`src/rtl/i2c_xfer_seq.sv`:
```
module i2c_xfer_seq #(
  parameter int CHUNK      = 4,
  parameter int POLL_MAX   = 100,
  parameter int GAP_CYCLES = 7500
)(
  input  logic       clk,
  input  logic       rst_n,
  input  logic       start,
  input  logic       is_read,
  input  logic       legacy,
  input  logic [7:0] dev_addr,
  input  logic [7:0] reg_off,
  input  logic [7:0] len,
  output logic       busy,
  output logic       done,
  output logic       err,
  output logic       cmd_valid,
  input  logic       cmd_ready,
  output logic [1:0] cmd_op,
  output logic       cmd_start,
  output logic       cmd_stop,
  output logic       cmd_ack,
  output logic [7:0] cmd_data,
  input  logic       rsp_valid,
  input  logic       rsp_nack,
  input  logic [7:0] rsp_data,
  input  logic       wr_valid,
  output logic       wr_ready,
  input  logic [7:0] wr_data,
  output logic       rd_valid,
  input  logic       rd_ready,
  output logic [7:0] rd_data
);
  localparam int CW = $clog2(CHUNK + 1);
  localparam int PW = $clog2(POLL_MAX + 1);
  localparam int GW = $clog2(GAP_CYCLES + 1);
  localparam logic [1:0] OP_SEND = 2'd0, OP_RECV = 2'd1, OP_STOP = 2'd2;

  typedef enum logic [2:0] {S_IDLE, S_CMD, S_RSP, S_GAP, S_OUT} st_t;
  typedef enum logic [3:0] {P_DEVW, P_OFF, P_DEVR, P_LEG, P_RD, P_WR,
                            P_STOP, P_POLL, P_PSTOP, P_DISC} ph_t;

  st_t st;
  ph_t ph;
  logic          rd_q, leg_q, failing;
  logic [6:0]    dev_q;
  logic [7:0]    off_q, rem_q, rbyte_q;
  logic [CW-1:0] chk_q;
  logic [PW-1:0] try_q;
  logic [GW-1:0] gap_q;

  assign busy      = st != S_IDLE;
  assign cmd_valid = (st == S_CMD) && (ph != P_WR || wr_valid);
  assign wr_ready  = (st == S_CMD) && (ph == P_WR) && cmd_ready;
  assign rd_valid  = st == S_OUT;
  assign rd_data   = rbyte_q;

  always_comb begin
    cmd_op = OP_SEND; cmd_start = 1'b0; cmd_stop = 1'b0; cmd_ack = 1'b0; cmd_data = 8'h00;
    case (ph)
      P_DEVW:          begin cmd_start = 1'b1; cmd_data = {dev_q, 1'b0}; end
      P_OFF:           cmd_data = off_q;
      P_DEVR, P_POLL:  begin cmd_start = 1'b1; cmd_data = {dev_q, 1'b1}; end
      P_LEG:           begin cmd_start = 1'b1; cmd_data = {off_q[6:0], rd_q}; end
      P_WR:            cmd_data = wr_data;
      P_STOP, P_PSTOP: cmd_op = OP_STOP;
      P_RD:            begin cmd_op = OP_RECV; cmd_stop = rem_q == 8'd1; cmd_ack = rem_q != 8'd1; end
      P_DISC:          begin cmd_op = OP_RECV; cmd_stop = 1'b1; end
      default:         ;
    endcase
  end

  always_ff @(posedge clk or negedge rst_n) begin
    if (!rst_n) begin
      st <= S_IDLE; ph <= P_DEVW; done <= 1'b0; err <= 1'b0;
      rd_q <= 1'b0; leg_q <= 1'b0; failing <= 1'b0; dev_q <= '0;
      off_q <= '0; rem_q <= '0; rbyte_q <= '0; chk_q <= '0; try_q <= '0; gap_q <= '0;
    end else begin
      done <= 1'b0;
      case (st)
        S_IDLE: if (start) begin
          rd_q <= is_read; leg_q <= legacy; dev_q <= dev_addr[7:1];
          off_q <= reg_off; rem_q <= len; failing <= 1'b0; chk_q <= '0; try_q <= '0;
          if (len == 8'd0) begin done <= 1'b1; err <= 1'b0; end
          else begin st <= S_CMD; ph <= legacy ? P_LEG : P_DEVW; end
        end
        S_CMD: if (cmd_valid && cmd_ready) st <= S_RSP;
        S_GAP: if (gap_q == '0) begin st <= S_CMD; ph <= P_DEVR; end
               else gap_q <= gap_q - 1'b1;
        S_OUT: if (rd_ready) begin
          rem_q <= rem_q - 8'd1;
          if (rem_q == 8'd1) begin st <= S_IDLE; done <= 1'b1; err <= 1'b0; end
          else begin st <= S_CMD; ph <= P_RD; end
        end
        S_RSP: if (rsp_valid) begin
          st <= S_CMD;
          case (ph)
            P_DEVW: if (rsp_nack) begin ph <= P_STOP; failing <= 1'b1; end
                    else ph <= P_OFF;
            P_OFF: if (rsp_nack) begin ph <= P_STOP; failing <= 1'b1; end
                   else if (rd_q) begin st <= S_GAP; gap_q <= GW'(GAP_CYCLES - 1); end
                   else begin ph <= P_WR; chk_q <= '0; end
            P_DEVR: if (rsp_nack) begin ph <= P_STOP; failing <= 1'b1; end
                    else ph <= P_RD;
            P_LEG: if (rsp_nack) begin ph <= P_STOP; failing <= 1'b1; end
                   else begin ph <= rd_q ? P_RD : P_WR; chk_q <= '0; end
            P_RD: begin rbyte_q <= rsp_data; st <= S_OUT; end
            P_WR: if (rsp_nack) begin ph <= P_STOP; failing <= 1'b1; end
                  else begin
                    rem_q <= rem_q - 8'd1; off_q <= off_q + 8'd1; chk_q <= chk_q + 1'b1;
                    if (rem_q == 8'd1 || chk_q == CW'(CHUNK - 1)) ph <= P_STOP;
                  end
            P_STOP: if (failing) begin st <= S_IDLE; done <= 1'b1; err <= 1'b1; end
                    else begin ph <= P_POLL; try_q <= '0; end
            P_POLL: if (rsp_nack) begin try_q <= try_q + 1'b1; ph <= P_PSTOP; end
                    else ph <= P_DISC;
            P_PSTOP: if (try_q == PW'(POLL_MAX)) begin st <= S_IDLE; done <= 1'b1; err <= 1'b1; end
                     else ph <= P_POLL;
            P_DISC: if (rem_q == 8'd0) begin st <= S_IDLE; done <= 1'b1; err <= 1'b0; end
                    else ph <= leg_q ? P_LEG : P_DEVW;
            default: st <= S_IDLE;
          endcase
        end
        default: st <= S_IDLE;
      endcase
    end
  end
endmodule

```
`config.mk`:
```
export PLATFORM = sky130hd
export DESIGN_NAME = i2c_xfer_seq
export DESIGN_NICKNAME = d
export VERILOG_FILES = /design/src/rtl/i2c_xfer_seq.sv
export SDC_FILE = /design/constraint.sdc
export NUM_CORES = 1
export LEC_CHECK = 0
export BUFFER_PORTS_ARGS = -buffer_cell sky130_fd_sc_hd__buf_2
export CAP_MARGIN = 20
export CORE_AREA = 2 2 106 108
export CTS_BUF_LIST = sky130_fd_sc_hd__clkbuf_4
export DETAILED_ROUTE_END_ITERATION = 7
export DIE_AREA = 0 0 108 110
export GPL_TIMING_DRIVEN = 0
export HOLD_SLACK_MARGIN = 0.15
export PLACE_DENSITY = 0.62
export SYNTH_ARGS = -nofsm -noshare
export SYNTH_HDL_FRONTEND = slang
export SYNTH_SLANG_ARGS = --single-unit
```
`constraint.sdc`:
```
create_clock -name clk -period 3.3 [get_ports clk]
set_input_delay 0 -clock clk [delete_from_list [all_inputs] [get_ports clk]]
set_output_delay 0 -clock clk [all_outputs]
set_load 0.02 [all_outputs]
```
# Yosys cells after proc, flatten, opt, wreduce, memory -nomap -nowiden
# Cells that the tools add are included.
# op_classes
addsub	5
n_eq_ne	51
mux	97
n_reduce_logical	33
# ops
op	n
2-to-1 mux 8 bit	9
2-to-1 mux 13 bit	5
2-to-1 mux 4 bit	13
one-hot mux 8 bit (5 select lines)	1
2-to-1 mux 3 bit	13
one-hot mux 4 bit (9 select lines)	1
inequality test 3 bit, second input constant	11
2-to-1 mux 1 bit	28
2-to-1 mux 7 bit	4
one-hot mux 7 bit (2 select lines)	2
one-hot mux 13 bit (2 select lines)	1
inequality test 2 bit, second input constant	12
one-hot mux 8 bit (3 select lines)	1
AND reduction 6 bit	4
one-hot mux 3 bit (6 select lines)	1
equality test 4 x 3 -> 1 bit, second input constant	4
zero test 8 bit	2
one-hot mux 4 bit (4 select lines)	1
one-hot mux 8 bit (2 select lines)	1
one-hot mux 3 bit (5 select lines)	1
zero test 13 bit	1
AND reduction 13 bit	1
subtractor 13 x 1 -> 13 bit, second input constant	1
2-to-1 mux 2 bit	6
39 further kinds	62
# totals
register_bits	66
out_inout_bits	27

# Depth between registers and ports, before layout
# logic_depth
depth_word	7
depth_mapped	9
mapped_depth_nobuf	8

# Worst setup path after synthesis
# OpenSTA, ideal clock, no wires.
# synth_timing
path_kind	register to register
startpoint	register gap_q[3]
endpoint	register ph[1]
setup_ps	125
arrival_ps	2559
setup_slack_ps	616
stages_incl_launch_ff	8
synth_period_minus_slack_ps	2684
path_cell_list	dfrtp_1 -> or4_4 -> or4_4 -> o311a_1 -> buf_6 -> a211oi_4 -> o211ai_4 -> mux2_4
# synth_between
elab_chain_cells	3
# synth_lines
element	line	source
from (decl)	50	logic [GW-1:0] gap_q;
from (signal assigned)	89	else gap_q <= gap_q - 1'b1;
zero test 13 bit	88	S_GAP: if (gap_q == '0) begin st <= S_CMD; ph <= P_DEVR; end
inequality test 2 bit (no line)	-	
AND reduction 13 bit (no line)	-	
to (signal assigned)	120	else ph <= leg_q ? P_LEG : P_DEVW;
to (decl)	44	ph_t ph;
# Every way passes these cells.
# A chain may end at the register's enable or synchronous reset.

# Worst setup path in the final report
# layout_timing
startpoint	register st[0]
endpoint	register gap_q[7]
# layout_between
elab_chain_cells	3
word_cells_on_any_way	10
cone_classes	eq/ne: 7; mux: 1; reduce/logical: 2
# layout_lines
element	line	source
from (decl)	43	st_t st;
from (signal assigned)	75	st <= S_IDLE; ph <= P_DEVW; done <= 1'b0; err <= 1'b0;
from (signal assigned)	85	else begin st <= S_CMD; ph <= legacy ? P_LEG : P_DEVW; end
from (signal assigned)	87	S_CMD: if (cmd_valid && cmd_ready) st <= S_RSP;
equality test 3 x 2 -> 1 bit	80	case (st)
inequality test 2 x 1 -> 1 bit (no line) (tied with other cells)	-	
AND reduction 6 bit (no line)	-	
# Parallel ways exist; a longest one is shown, timed or not.

==> impl_metrics.tcl <==
set metrics [dict create \
    cts-root-buf "clkbuf_4" \
    final_period_minus_worst_setup_slack_ns 2.95 \
    rows 38 \
    met2_length_um 5750 \
    syn_area_per_cell_um2 8.78 \
    grt-ovfl-total 0 \
    powerDensity_nw_per_um2 812 \
    crit_path_end_kind "flip-flop" \
    synth-edff-count 0 \
    path_max_fanout 10 \
    clk_path_buf_depth 2 \
    h-tree-depth 3 \
    holdCritPathClass "input pin to async pin" \
    crit_required_ns 3.68 \
    synthFlopType "dfrtp_1" \
    hpwl_um 8680 \
    routed_wl_um 12200 \
    syn_nets 540 \
    dieArea_um2 11900 \
    leakage_nw 2.36 \
    cts_buffers 9 \
    dr_total_vias 4179 \
    drt_iter0_markers 321 \
    drive_above_1_share 0.208 \
    cap_violations 0 \
    coreArea_um2 10700 \
    nNetsFinal 665 \
    die_y_um 110 \
    antenna_found_initial 0 \
    synthCells 480 \
    place.gp.congestion 0.878 \
    final.setup.worst_slack_ns 0.354 \
    syn_to_final_growth_pct 26.0 \
    drt-met1-wl_um 5690 \
    ys_ff_latch 66 \
    finalInstanceArea_um2 5310 \
    grt.total_usage 0.215 \
    placed_cell_area_um2 4760 \
    finalSetupViolCount 0 \
    top_layer "met4" \
    slew_headroom 0.418 \
    ir_drop_mv 0.359 \
    die_w_um 108 \
    path_class "flip-flop to flip-flop" \
    postCtsSetupBuffers 0 \
    viasPerCell 5.57 \
    port_buffers 74 \
    grt_start_max_net_pins 67 \
    synth_cell_types 63 \
    cp.arrival_ns 3.32 \
    startpoint_type "flip-flop" \
    dr.pass1.iters 7 \
    rsz0062_at_grt "false" \
    first_global_vias 4021 \
    report.final.slew_viol_count 0 \
    fin_crit_sh 0.893 \
    wl_met3_um 538 \
    cts_tree "built" \
    dp_cells 694 \
    drtAntennaViolNets 0 \
    ys.warnings.count 0 \
    antennaDiodeCount 0 \
    drcViolationCount 0 \
    finish.utilization 0.496 \
    power_mw 4.31 \
    clkSinkCount 66 \
    timing.hold.ws_ns 0.177 \
    outcome "finished, final reports clean" \
    netlist_area_um2 4210 \
    max_freq_mhz 339 \
    io-pin-count 77 \
    fin_worst_skew_ns 0.0129 \
    synthArstFlopShare 1.00 \
    stdcell_count 750 \
    grt_pass1_wl_um 20100 \
    tns_ns 0 \
    clk_pin_slew_ns 0.12 \
    worst_slew_pin_slew_ns 0.873 \
    initial_core_util 0.394 \
    wire_per_inst_um 16.2 \
    seq_area_frac_synth 0.392 \
    dp_slack_ns 0.368 \
    hold_viol_final 0 \
    clk_latency_ns 0.45 \
]
==> cell usage after synthesis, drive strengths merged (10+ instances only) <==
master  number  area (um^2)
a21oi       36          180
clkbuf      23         86.3
dfrtp       66         1650
ha          10          125
inv         19         71.3
mux2        22          259
mux2i       11          110
nand2       43          161
nand3       18         90.1
nor2        50          188
nor3        15         75.1
o21ai       39          195
o31ai       12         95.1
==> worst max-delay path, cell delays in order (launching register included) <==
cell	delay (ns)
dfrtp_1	0.38
clkbuf_1	0.18
nor3b_2	0.68
and2_1	0.22
clkbuf_1	0.35
o211ai_1	0.30
or4_2	0.60
a21oi_1	0.17
==> where the power goes <==
group / switching, mW / leakage (nW) / internal [mW]
logic: 1.41 / 1.46 / 0.946
registers: 0.280 / 0.834 / 1.10
clock network: 0.339 / 0.0723 / 0.235
==> path summary, 6_finish.rpt <==
| kind | cells past startpoint | slack (ns) | endpoint | from |
|---|---|---|---|---|
| worst max-delay path | 7 | 0.35 | gap_q[7] | st[0] |
| worst min register to register | 2 | 0.49 | chk_q[2] | chk_q[2] |
| worst min-delay path | 2 | 0.18 | gap_q[5] | rst_n |
| min in group clk | 4 | 0.20 | st[1] | wr_valid |
| max in group asynchronous | 2 | 2.53 | st[2] | rst_n |
| worst max register to register | 7 | 0.35 | gap_q[7] | st[0] |
==> final cells by class <==
class / instances / area [um^2]
plain buffers: 27 / 110
clock buffers: 9 / 67.6
clock inverters: 7 / 80.1
fillers: 1059 / 5390
inverters: 19 / 71.3
multi-input cells: 368 / 2380
flip-flops and latches: 66 / 1650
well taps: 140 / 175
repair buffers: 114 / 773
==> placed cells by master (no fill, tap or decap), drive strengths merged, types with 3 or more instances in the layout <==
| cell | synthesis | final |
|---|---|---|
| a21oi | 36 | 36 |
| or4 | 8 | 8 |
| or3 | 3 | 3 |
| dfrtp | 66 | 66 |
| a221o | 7 | 7 |
| o22ai | 4 | 4 |
| and3 | 5 | 5 |
| nor3 | 15 | 15 |
| nor3b | 4 | 4 |
| and2 | 5 | 5 |
| nand2 | 43 | 43 |
| a31oi | 4 | 4 |
| o211ai | 6 | 6 |
| nor2b | 9 | 9 |
| o2111ai | 3 | 3 |
| clkbuf | 23 | 32 |
| a211oi | 5 | 5 |
| clkinv | 0 | 4 |
| xor2 | 6 | 6 |
| nor4 | 4 | 4 |
| ha | 10 | 10 |
| nor2 | 50 | 50 |
| nand2b | 6 | 6 |
| o31ai | 12 | 12 |
| nand3 | 18 | 18 |
| buf | 4 | 78 |
| mux2 | 22 | 22 |
| mux2i | 11 | 11 |
| dlygate4sd3 | 0 | 40 |
| inv | 19 | 19 |
| o21ai | 39 | 39 |
==> sequential cells by signal, indices dropped and copies added, names as in the netlist <==
| signal | cells |
|---|---|
| chk_q | 3 |
| dev_q | 7 |
| done | 1 |
| err | 1 |
| failing | 1 |
| gap_q | 13 |
| leg_q | 1 |
| off_q | 8 |
| ph | 4 |
| rd_data | 8 |
| rd_q | 1 |
| rem_q | 8 |
| st | 3 |
| try_q | 7 |
==> cells by family (layout without fill, tap and decap cells) <==
family                   Yosys count  count (layout)  synth area share
AND/OR/NAND/NOR                  181             181             0.217
AO/OA/AOI/OAI                    138             138             0.218
flip-flops                        66              66             0.392
buffers and inverters             46             176            0.0431
multiplexers                      33              33            0.0876
adder cells (fa/ha/maj)           10              10            0.0297
XOR/XNOR                           6               6            0.0125
==> what timing repair did <==
| item | 4_1_cts | 5_1_grt |
|---|---|---|
| hold buffers | 40 | 0 |
| endpoints found under the hold margin | 107 | 0 |
| gates resized for setup | 0 | 0 |
==> per-layer routing <==
metal	up-vias	track usage
met3	19	0.0265
met2	130	0.336
met5	-	0
met4	0	0.0797
met1	2022	0.307
li1	2008	-
Power figures use the tool's default switching activity.
